### src/rtl/cfg_ofs_pkg.sv
package cfg_ofs_pkg;

    typedef enum logic [1:0] {
        SER_IDLE  = 2'd0,
        SER_SHIFT = 2'd1,
        SER_FULL  = 2'd2
    } ser_state_t;

endpackage

### src/rtl/cfg_ofs_sync.sv
module cfg_ofs_sync #(
    parameter int STAGES = 2
) (
    input  logic clk,
    input  logic rst,
    input  logic sclk,
    input  logic sdi,
    input  logic sen,
    output logic rise_o,
    output logic bit_o,
    output logic en_o
);
    localparam int LANES = 3;

    logic [LANES-1:0] pipe [STAGES];
    logic             sclk_d;

    generate
        for (genvar s = 0; s < STAGES; s++) begin : g_stage
            if (s == 0) begin : g_first
                always_ff @(posedge clk) begin
                    if (rst) pipe[s] <= '0;
                    else     pipe[s] <= {sclk, sdi, sen};
                end
            end else begin : g_next
                always_ff @(posedge clk) begin
                    if (rst) pipe[s] <= '0;
                    else     pipe[s] <= pipe[s-1];
                end
            end
        end
    endgenerate

    always_ff @(posedge clk) begin
        if (rst) sclk_d <= 1'b0;
        else     sclk_d <= pipe[STAGES-1][2];
    end

    assign rise_o = pipe[STAGES-1][2] & ~sclk_d;
    assign bit_o  = pipe[STAGES-1][1];
    assign en_o   = pipe[STAGES-1][0];

endmodule

### src/rtl/cfg_ofs_serfsm.sv
module cfg_ofs_serfsm
    import cfg_ofs_pkg::*;
#(
    parameter int TOT_W = 32
) (
    input  logic                     clk,
    input  logic                     rst,
    input  logic                     rise_i,
    input  logic                     en_i,
    output logic                     bit_we,
    output logic [$clog2(TOT_W)-1:0] bit_idx
);
    localparam int IDX_W = $clog2(TOT_W);
    localparam int POS_W = $clog2(TOT_W + 1);
    localparam logic [POS_W-1:0] POS_LAST = POS_W'(TOT_W - 1);
    localparam logic [POS_W-1:0] POS_END  = POS_W'(TOT_W);

    ser_state_t       state, state_n;
    logic [POS_W-1:0] pos, pos_n;

    // state register
    always_ff @(posedge clk) begin
        if (rst) begin
            state <= SER_IDLE;
            pos   <= '0;
        end else begin
            state <= state_n;
            pos   <= pos_n;
        end
    end

    // transitions
    always_comb begin
        state_n = state;
        pos_n   = pos;
        unique case (state)
            SER_IDLE: begin
                if (rise_i && en_i) begin
                    pos_n   = pos + 1'b1;
                    state_n = (pos == POS_LAST) ? SER_FULL : SER_SHIFT;
                end
            end
            SER_SHIFT: begin
                if (!en_i) begin
                    pos_n   = '0;
                    state_n = SER_IDLE;
                end else if (rise_i) begin
                    pos_n = pos + 1'b1;
                    if (pos == POS_LAST) state_n = SER_FULL;
                end
            end
            SER_FULL: begin
                if (!en_i) begin
                    pos_n   = '0;
                    state_n = SER_IDLE;
                end
            end
            default: begin
                pos_n   = '0;
                state_n = SER_IDLE;
            end
        endcase
    end

    // outputs
    always_comb begin
        bit_we  = 1'b0;
        bit_idx = IDX_W'(TOT_W - 1) - IDX_W'(pos);
        unique case (state)
            SER_IDLE, SER_SHIFT: bit_we = rise_i && en_i;
            SER_FULL:            bit_we = 1'b0;
            default:             bit_we = 1'b0;
        endcase
    end

    // the bit position never runs past the register length
    a_r6_no_overflow: assert property (@(posedge clk) disable iff (rst)
        pos <= POS_END);

    // the full state is reached only once every bit has been placed
    a_r6_full_count: assert property (@(posedge clk) disable iff (rst)
        (state == SER_FULL) |-> (pos == POS_END));

    // a dropped enable restarts the frame at its top bit
    a_r7_restart: assert property (@(posedge clk) disable iff (rst)
        !en_i |=> (pos == '0));

endmodule

### src/rtl/cfg_ofs_parseq.sv
module cfg_ofs_parseq #(
    parameter int NUM_SLOTS = 4
) (
    input  logic                         clk,
    input  logic                         rst,
    input  logic                         step_i,
    output logic [$clog2(NUM_SLOTS)-1:0] slot_o
);
    localparam int SLOT_W = $clog2(NUM_SLOTS);
    localparam logic [SLOT_W-1:0] SLOT_LAST = SLOT_W'(NUM_SLOTS - 1);

    always_ff @(posedge clk) begin
        if (rst)              slot_o <= '0;
        else if (step_i) begin
            if (slot_o == SLOT_LAST) slot_o <= '0;
            else                     slot_o <= slot_o + 1'b1;
        end
    end

    // with no access the slot counter keeps its place
    a_r4_slot_hold: assert property (@(posedge clk) disable iff (rst)
        !step_i |=> $stable(slot_o));

    // the last slot wraps back to the first
    a_r3_slot_wrap: assert property (@(posedge clk) disable iff (rst)
        (step_i && slot_o == SLOT_LAST) |=> (slot_o == '0));

endmodule

### src/rtl/cfg_ofs_loader.sv
module cfg_ofs_loader
    import cfg_ofs_pkg::*;
#(
    parameter int LANE_W      = 8,
    parameter int OFS_W       = 16,
    parameter int DEF_OFS     = 7,
    parameter int SYNC_STAGES = 2
) (
    input  logic              clk,
    input  logic              mrst,
    input  logic              prst,
    input  logic              ld,
    input  logic              wen,
    input  logic              ren,
    input  logic [LANE_W-1:0] d_lane,
    input  logic              sclk,
    input  logic              sdi,
    input  logic              sen,
    output logic [OFS_W-1:0]  ae_ofs,
    output logic [OFS_W-1:0]  af_ofs,
    output logic [LANE_W-1:0] cfg_q
);
    localparam int TOT_W     = 2 * OFS_W;
    localparam int NUM_SLOTS = TOT_W / LANE_W;
    localparam int SLOT_W    = $clog2(NUM_SLOTS);
    localparam int IDX_W     = $clog2(TOT_W);
    localparam logic [TOT_W-1:0] CFG_DEF = {OFS_W'(DEF_OFS), OFS_W'(DEF_OFS)};

    logic              path_rst;
    logic              rise_s, bit_s, en_s;
    logic              ser_we;
    logic [IDX_W-1:0]  ser_idx;
    logic [SLOT_W-1:0] slot;
    logic              par_sel, par_we, par_re, step;
    logic [TOT_W-1:0]  cfg_r, cfg_n;

    assign path_rst = mrst | prst;
    assign par_sel  = ~ld;
    assign par_we   = par_sel & wen;
    assign par_re   = par_sel & ren;
    assign step     = par_we | par_re;

    cfg_ofs_sync #(.STAGES(SYNC_STAGES)) u_sync (
        .clk    (clk),
        .rst    (path_rst),
        .sclk   (sclk),
        .sdi    (sdi),
        .sen    (sen),
        .rise_o (rise_s),
        .bit_o  (bit_s),
        .en_o   (en_s)
    );

    cfg_ofs_serfsm #(.TOT_W(TOT_W)) u_ser (
        .clk     (clk),
        .rst     (path_rst),
        .rise_i  (rise_s),
        .en_i    (en_s),
        .bit_we  (ser_we),
        .bit_idx (ser_idx)
    );

    cfg_ofs_parseq #(.NUM_SLOTS(NUM_SLOTS)) u_seq (
        .clk    (clk),
        .rst    (path_rst),
        .step_i (step),
        .slot_o (slot)
    );

    // serial bit first, parallel byte on top of it
    always_comb begin
        cfg_n = cfg_r;
        if (ser_we) cfg_n[ser_idx] = bit_s;
        if (par_we) cfg_n[int'(slot) * LANE_W +: LANE_W] = d_lane;
    end

    always_ff @(posedge clk) begin
        if (mrst)      cfg_r <= CFG_DEF;
        else if (prst) cfg_r <= cfg_r;
        else           cfg_r <= cfg_n;
    end

    always_ff @(posedge clk) begin
        if (path_rst)    cfg_q <= '0;
        else if (par_re) cfg_q <= cfg_r[int'(slot) * LANE_W +: LANE_W];
    end

    assign ae_ofs = cfg_r[OFS_W-1:0];
    assign af_ofs = cfg_r[TOT_W-1:OFS_W];

    // master reset restores the defaults and clears the read byte
    a_r8_mrst_default: assert property (@(posedge clk)
        mrst |=> (ae_ofs == OFS_W'(DEF_OFS) && af_ofs == OFS_W'(DEF_OFS) && cfg_q == '0));

    // partial reset keeps both offsets
    a_r9_prst_keep: assert property (@(posedge clk) disable iff (mrst)
        prst |=> ($stable(ae_ofs) && $stable(af_ofs)));

    // with load-select high and no serial bit the offsets do not move
    a_r4_ld_quiet: assert property (@(posedge clk) disable iff (path_rst)
        (ld && !ser_we) |=> ($stable(ae_ofs) && $stable(af_ofs)));

    // the read byte changes only on a configuration read
    a_r2_q_hold: assert property (@(posedge clk) disable iff (path_rst)
        !par_re |=> $stable(cfg_q));

endmodule

### config.mk
export PLATFORM = sky130hd
export DESIGN_NAME = cfg_ofs_loader
export DESIGN_NICKNAME = d
export VERILOG_FILES = /design/src/rtl/cfg_ofs_pkg.sv /design/src/rtl/cfg_ofs_sync.sv /design/src/rtl/cfg_ofs_serfsm.sv /design/src/rtl/cfg_ofs_parseq.sv /design/src/rtl/cfg_ofs_loader.sv
export SDC_FILE = /design/constraint.sdc
export NUM_CORES = 1
export LEC_CHECK = 0
export ABC_AREA = 1
export BUFFER_PORTS_ARGS = -buffer_cell sky130_fd_sc_hd__buf_2
export CAP_MARGIN = 5
export CORE_MARGIN = 5
export CORE_UTILIZATION = 35
export CTS_CLUSTER_SIZE = 24
export DETAILED_ROUTE_END_ITERATION = 8
export PLACE_DENSITY = 0.59
export RECOVER_POWER = 100
export SETUP_SLACK_MARGIN = 0.1
export SLEW_MARGIN = 20
export SYNTH_ARGS = -nofsm -noshare
export SYNTH_HDL_FRONTEND = slang
export SYNTH_SLANG_ARGS = --single-unit
### constraint.sdc
create_clock -name clk -period 2.3 [get_ports clk]
set_input_delay 0 -clock clk [delete_from_list [all_inputs] [get_ports clk]]
set_output_delay 0 -clock clk [all_outputs]
set_load 0.01 [all_outputs]
==> summary.txt <==
Status
  • Result of the run: finished clean

Synth
  • Count of unique library cells instantiated by Yosys: 29
  • Synth Area per Inst: 6.11 um^2
  • Net Count, Synth: 618
  • FF+latch count, synth: 57
  • Sequential element share of the synthesized area: 31.6%
  • Ys Warns: 0
  • Gate count of the mapped netlist: 591
  • Cell Area, Synth: 3610 um^2

Worst hold path
  • Hold path cells: 4
  • Type of the worst min-delay path: input pin to flip-flop

Clock network
  • Latest clock arrival within the worst-skew pair: 350 ps
  • CTS clock-pin slew for the worst setup and hold paths: 70 ps
  • Clock sink count: 57
  • Number of buffers added by the clock tree synthesis step: 9
  • Clock tree buffer depth: 2
  • Clock tree root driver cell: sky130_fd_sc_hd__clkbuf_8
  • Clock tree from TritonCTS: yes
  • Setup fix buffers added after clock tree synthesis: 0
  • Number of H-tree levels: 3

Job
  • Number of max-capacitance violations reported: 0

STA
  • Fmax: 506 MHz
  • Max Transition Viols Final: 0
  • Clock Skew: 8.88 ps
  • Number of failing setup endpoints in the final timing report: 0
  • Final hold violations: 0
  • Final critical delay including setup and external delays: 1980 ps
  • Share of the clock period used by the worst path: 85.9%
  • RSZ-0062 raised after global routing: false
  • Worst-Margin Slew: 557 ps
  • Hold WS: 18.9 ps
  • Slew headroom: 62.8%
  • Total negative slack for setup checks: 0 ps

Floorplanning
  • Width of the die: 112 um
  • Die ar.: 12400 um^2
  • Floorplan core area: 10200 um^2
  • Initial core utilization: 35.5%
  • Die outline height: 112 um
  • # rows: 37
  • Ports placed on the boundary: 57

GRT
  • GRT Residual Overflow: 0
  • First-pass GRT wire length: 19200 um
  • Grt peak-use layer: met2
  • Met2 Usage GRT: 30.1%
  • Aggregate global-route resource usage: 19.1%
  • Met1 Resource Use GR: 26.6%
  • Pin count of the biggest net entering global routing: 40
  • Vias in the first global route: 3644
  • Global-route met3 utilization: 4.84%
  • Antenna violations before repair: 0

Cells and area
  • Layout fillers: 1155
  • Final instance area: 4160 um^2
  • Final Instance Count excl. Fillers: 787
  • Final antenna diode count: 0
  • Number of nets at the end of the flow: 673
  • Storage cell area: 1140 um^2
  • Area growth syn-to-layout: 15.3%
  • Proportion of layout cells with a drive suffix above 1: 8.60%
  • Footprint of the multi-input gates: 2120 um^2

Drt
  • Per-cell routed wire length: 14.9 um
  • TritonRoute pass-1 iters: 5
  • Iteration-0 DRC count of the detailed router: 392
  • Number of vias after detailed routing: 3981
  • Vias/cell: 5.06
  • DRC errors left: 0
  • Count of nets left with antenna violations after detail routing: 0
  • Total wire length: 11700 um

Placed design
  • PortBufs: 56
  • Dpl cell area: 3980 um^2
  • Placer congestion estimate: 0.925
  • Post-DP HPWL: 8880 um
  • # placed instances: 768

Pwr
  • Final Total Pwr: 2.38 mW
  • Power per cell area: 572 nW/um^2
  • Static Leakage: 1.76 nW
  • IR drop worst, VDD: 0.256 mV

Critical path
  • Data arrival, critical path: 2260 ps
  • Category of the worst setup path capture point: flip-flop
  • Slack of the worst reg-to-reg path: 320 ps
  • Peak fanout along the critical path: 8
  • Slowest Stage Delay on Critical Path: 400 ps
  • Path depth of the worst reg2reg path: 8
  • Critical Path Start Type: flip-flop
  • Worst path slowest cell: sky130_fd_sc_hd__ha_1
  • Cells along the critical path: clkinv_1 > ha_1 > nand2_1 > nor2_2 > nand3_1 > a21oi_1 > nand2_1 > a21oi_1
  • Type of the worst setup path: flip-flop to flip-flop
  • Required arrival time at the worst endpoint: 2580 ps
power breakdown:
| part | total, mW | switching [mW] | internal [mW] |
|---|---|---|---|
| Sequential | 1.03 | 0.0199 | 1.01 |
| Clock | 1.06 | 0.427 | 0.638 |
| Combinational | 0.289 | 0.201 | 0.0879 |
area by class of cell:
type	instances	share of cell area, %
repair buffers	67	7.57
inverters	52	4.69
clock inverters	5	1.89
flip-flops and latches	57	27.4
well taps	136	4.09
clock buffers	11	3.40
multi-input cells	459	51.0
sequential cells by signal, summed over array words and instances (netlist names):
signal and flops:
u_ser.state 2, cfg_r 32, cfg_q 8, u_ser.pos 6
u_sync.pipe 6, u_seq.slot_o 2, u_sync.sclk_d 1
kinds of logic (layout without fill, tap and decap cells):
group / after synthesis / count (layout) / synth area share, %
compound gates: 110 / 110 / 15.9
fa+ha+maj: 10 / 10 / 3.47
buf+inv: 75 / 135 / 9.25
flops: 57 / 57 / 31.6
simple gates: 339 / 339 / 39.8
synth_stat cells, drive strengths merged:
cell type	instances	area [um^2]
a211oi	1	7.51
a21oi	52	272
and3	2	12.5
buf	15	109
clkbuf	8	30.0
clkinv	3	11.3
dfxtp	57	1140
ha	10	125
inv	49	184
nand2	164	638
nand3	58	295
nand3b	1	7.51
nand4	6	37.5
nor2	105	430
nor3	3	15.0
o21ai	49	245
o22ai	8	50.1
stage by stage:
stage | util [%] | setup WS (ps)
after floorplan | - | 477
after global placement | 39.1 | 308
after detailed placement | 39.1 | 299
after CTS | 41.6 | 284
after global routing | 40.9 | 177
final | 40.9 | 323
cells in the final DEF (no fill, tap or decap), types with 2 or more instances in the layout:
cell type,instances
sky130_fd_sc_hd__and3_1,2
sky130_fd_sc_hd__inv_1,41
sky130_fd_sc_hd__o21ai_0,47
sky130_fd_sc_hd__clkbuf_1,43
sky130_fd_sc_hd__a21oi_1,50
sky130_fd_sc_hd__o21ai_1,2
sky130_fd_sc_hd__nor2_1,100
sky130_fd_sc_hd__nand2_4,2
sky130_fd_sc_hd__a21oi_2,2
sky130_fd_sc_hd__o22ai_1,8
sky130_fd_sc_hd__buf_4,7
sky130_fd_sc_hd__nand2_1,161
sky130_fd_sc_hd__clkinv_2,2
sky130_fd_sc_hd__inv_2,8
sky130_fd_sc_hd__ha_1,10
sky130_fd_sc_hd__clkbuf_8,10
sky130_fd_sc_hd__clkinv_1,3
sky130_fd_sc_hd__nor3_1,3
sky130_fd_sc_hd__nand3_1,57
sky130_fd_sc_hd__dfxtp_1,57
sky130_fd_sc_hd__nand4_1,6
sky130_fd_sc_hd__nor2_2,3
sky130_fd_sc_hd__buf_2,15
sky130_fd_sc_hd__bufinv_16,2
sky130_fd_sc_hd__dlygate4sd3_1,3
what timing repair did:
item,CTS,global route
hold buffers,3,0
gates resized for setup,0,1
hold endpoints to repair,3,0
endpoints found under the setup margin,0,1
path summary, 6_finish.rpt:
kind / startpoint / to
worst max-delay path: u_seq.slot_o[1]$_SDFFE_PP0P_ / cfg_r[23]$_SDFFE_PP0N_
worst min-delay path: mrst / u_seq.slot_o[1]$_SDFFE_PP0P_
worst max register to register: u_seq.slot_o[1]$_SDFFE_PP0P_ / cfg_r[23]$_SDFFE_PP0N_
worst min register to register: u_sync.pipe[0][2]$_SDFF_PP0_ / u_sync.pipe[1][2]$_SDFF_PP0_
metal layers:
layer / vias to the layer above / wire (um)
met2: 132 / 5220
li1: 2026 / -
met3: 12 / 646
met5: - / 0
met4: 0 / 131
met1: 1811 / 5700
critical path, delay by kind of cell (launching register included):
family / cells / cell delay [ps]
adder cells (fa/ha/maj): 1 / 400
AND/OR/NAND/NOR: 4 / 670
AO/OA/AOI/OAI: 2 / 300
buffers and inverters: 1 / 180
flip-flops: 1 / 350
No activity file was read; power rests on OpenSTA's default activity.
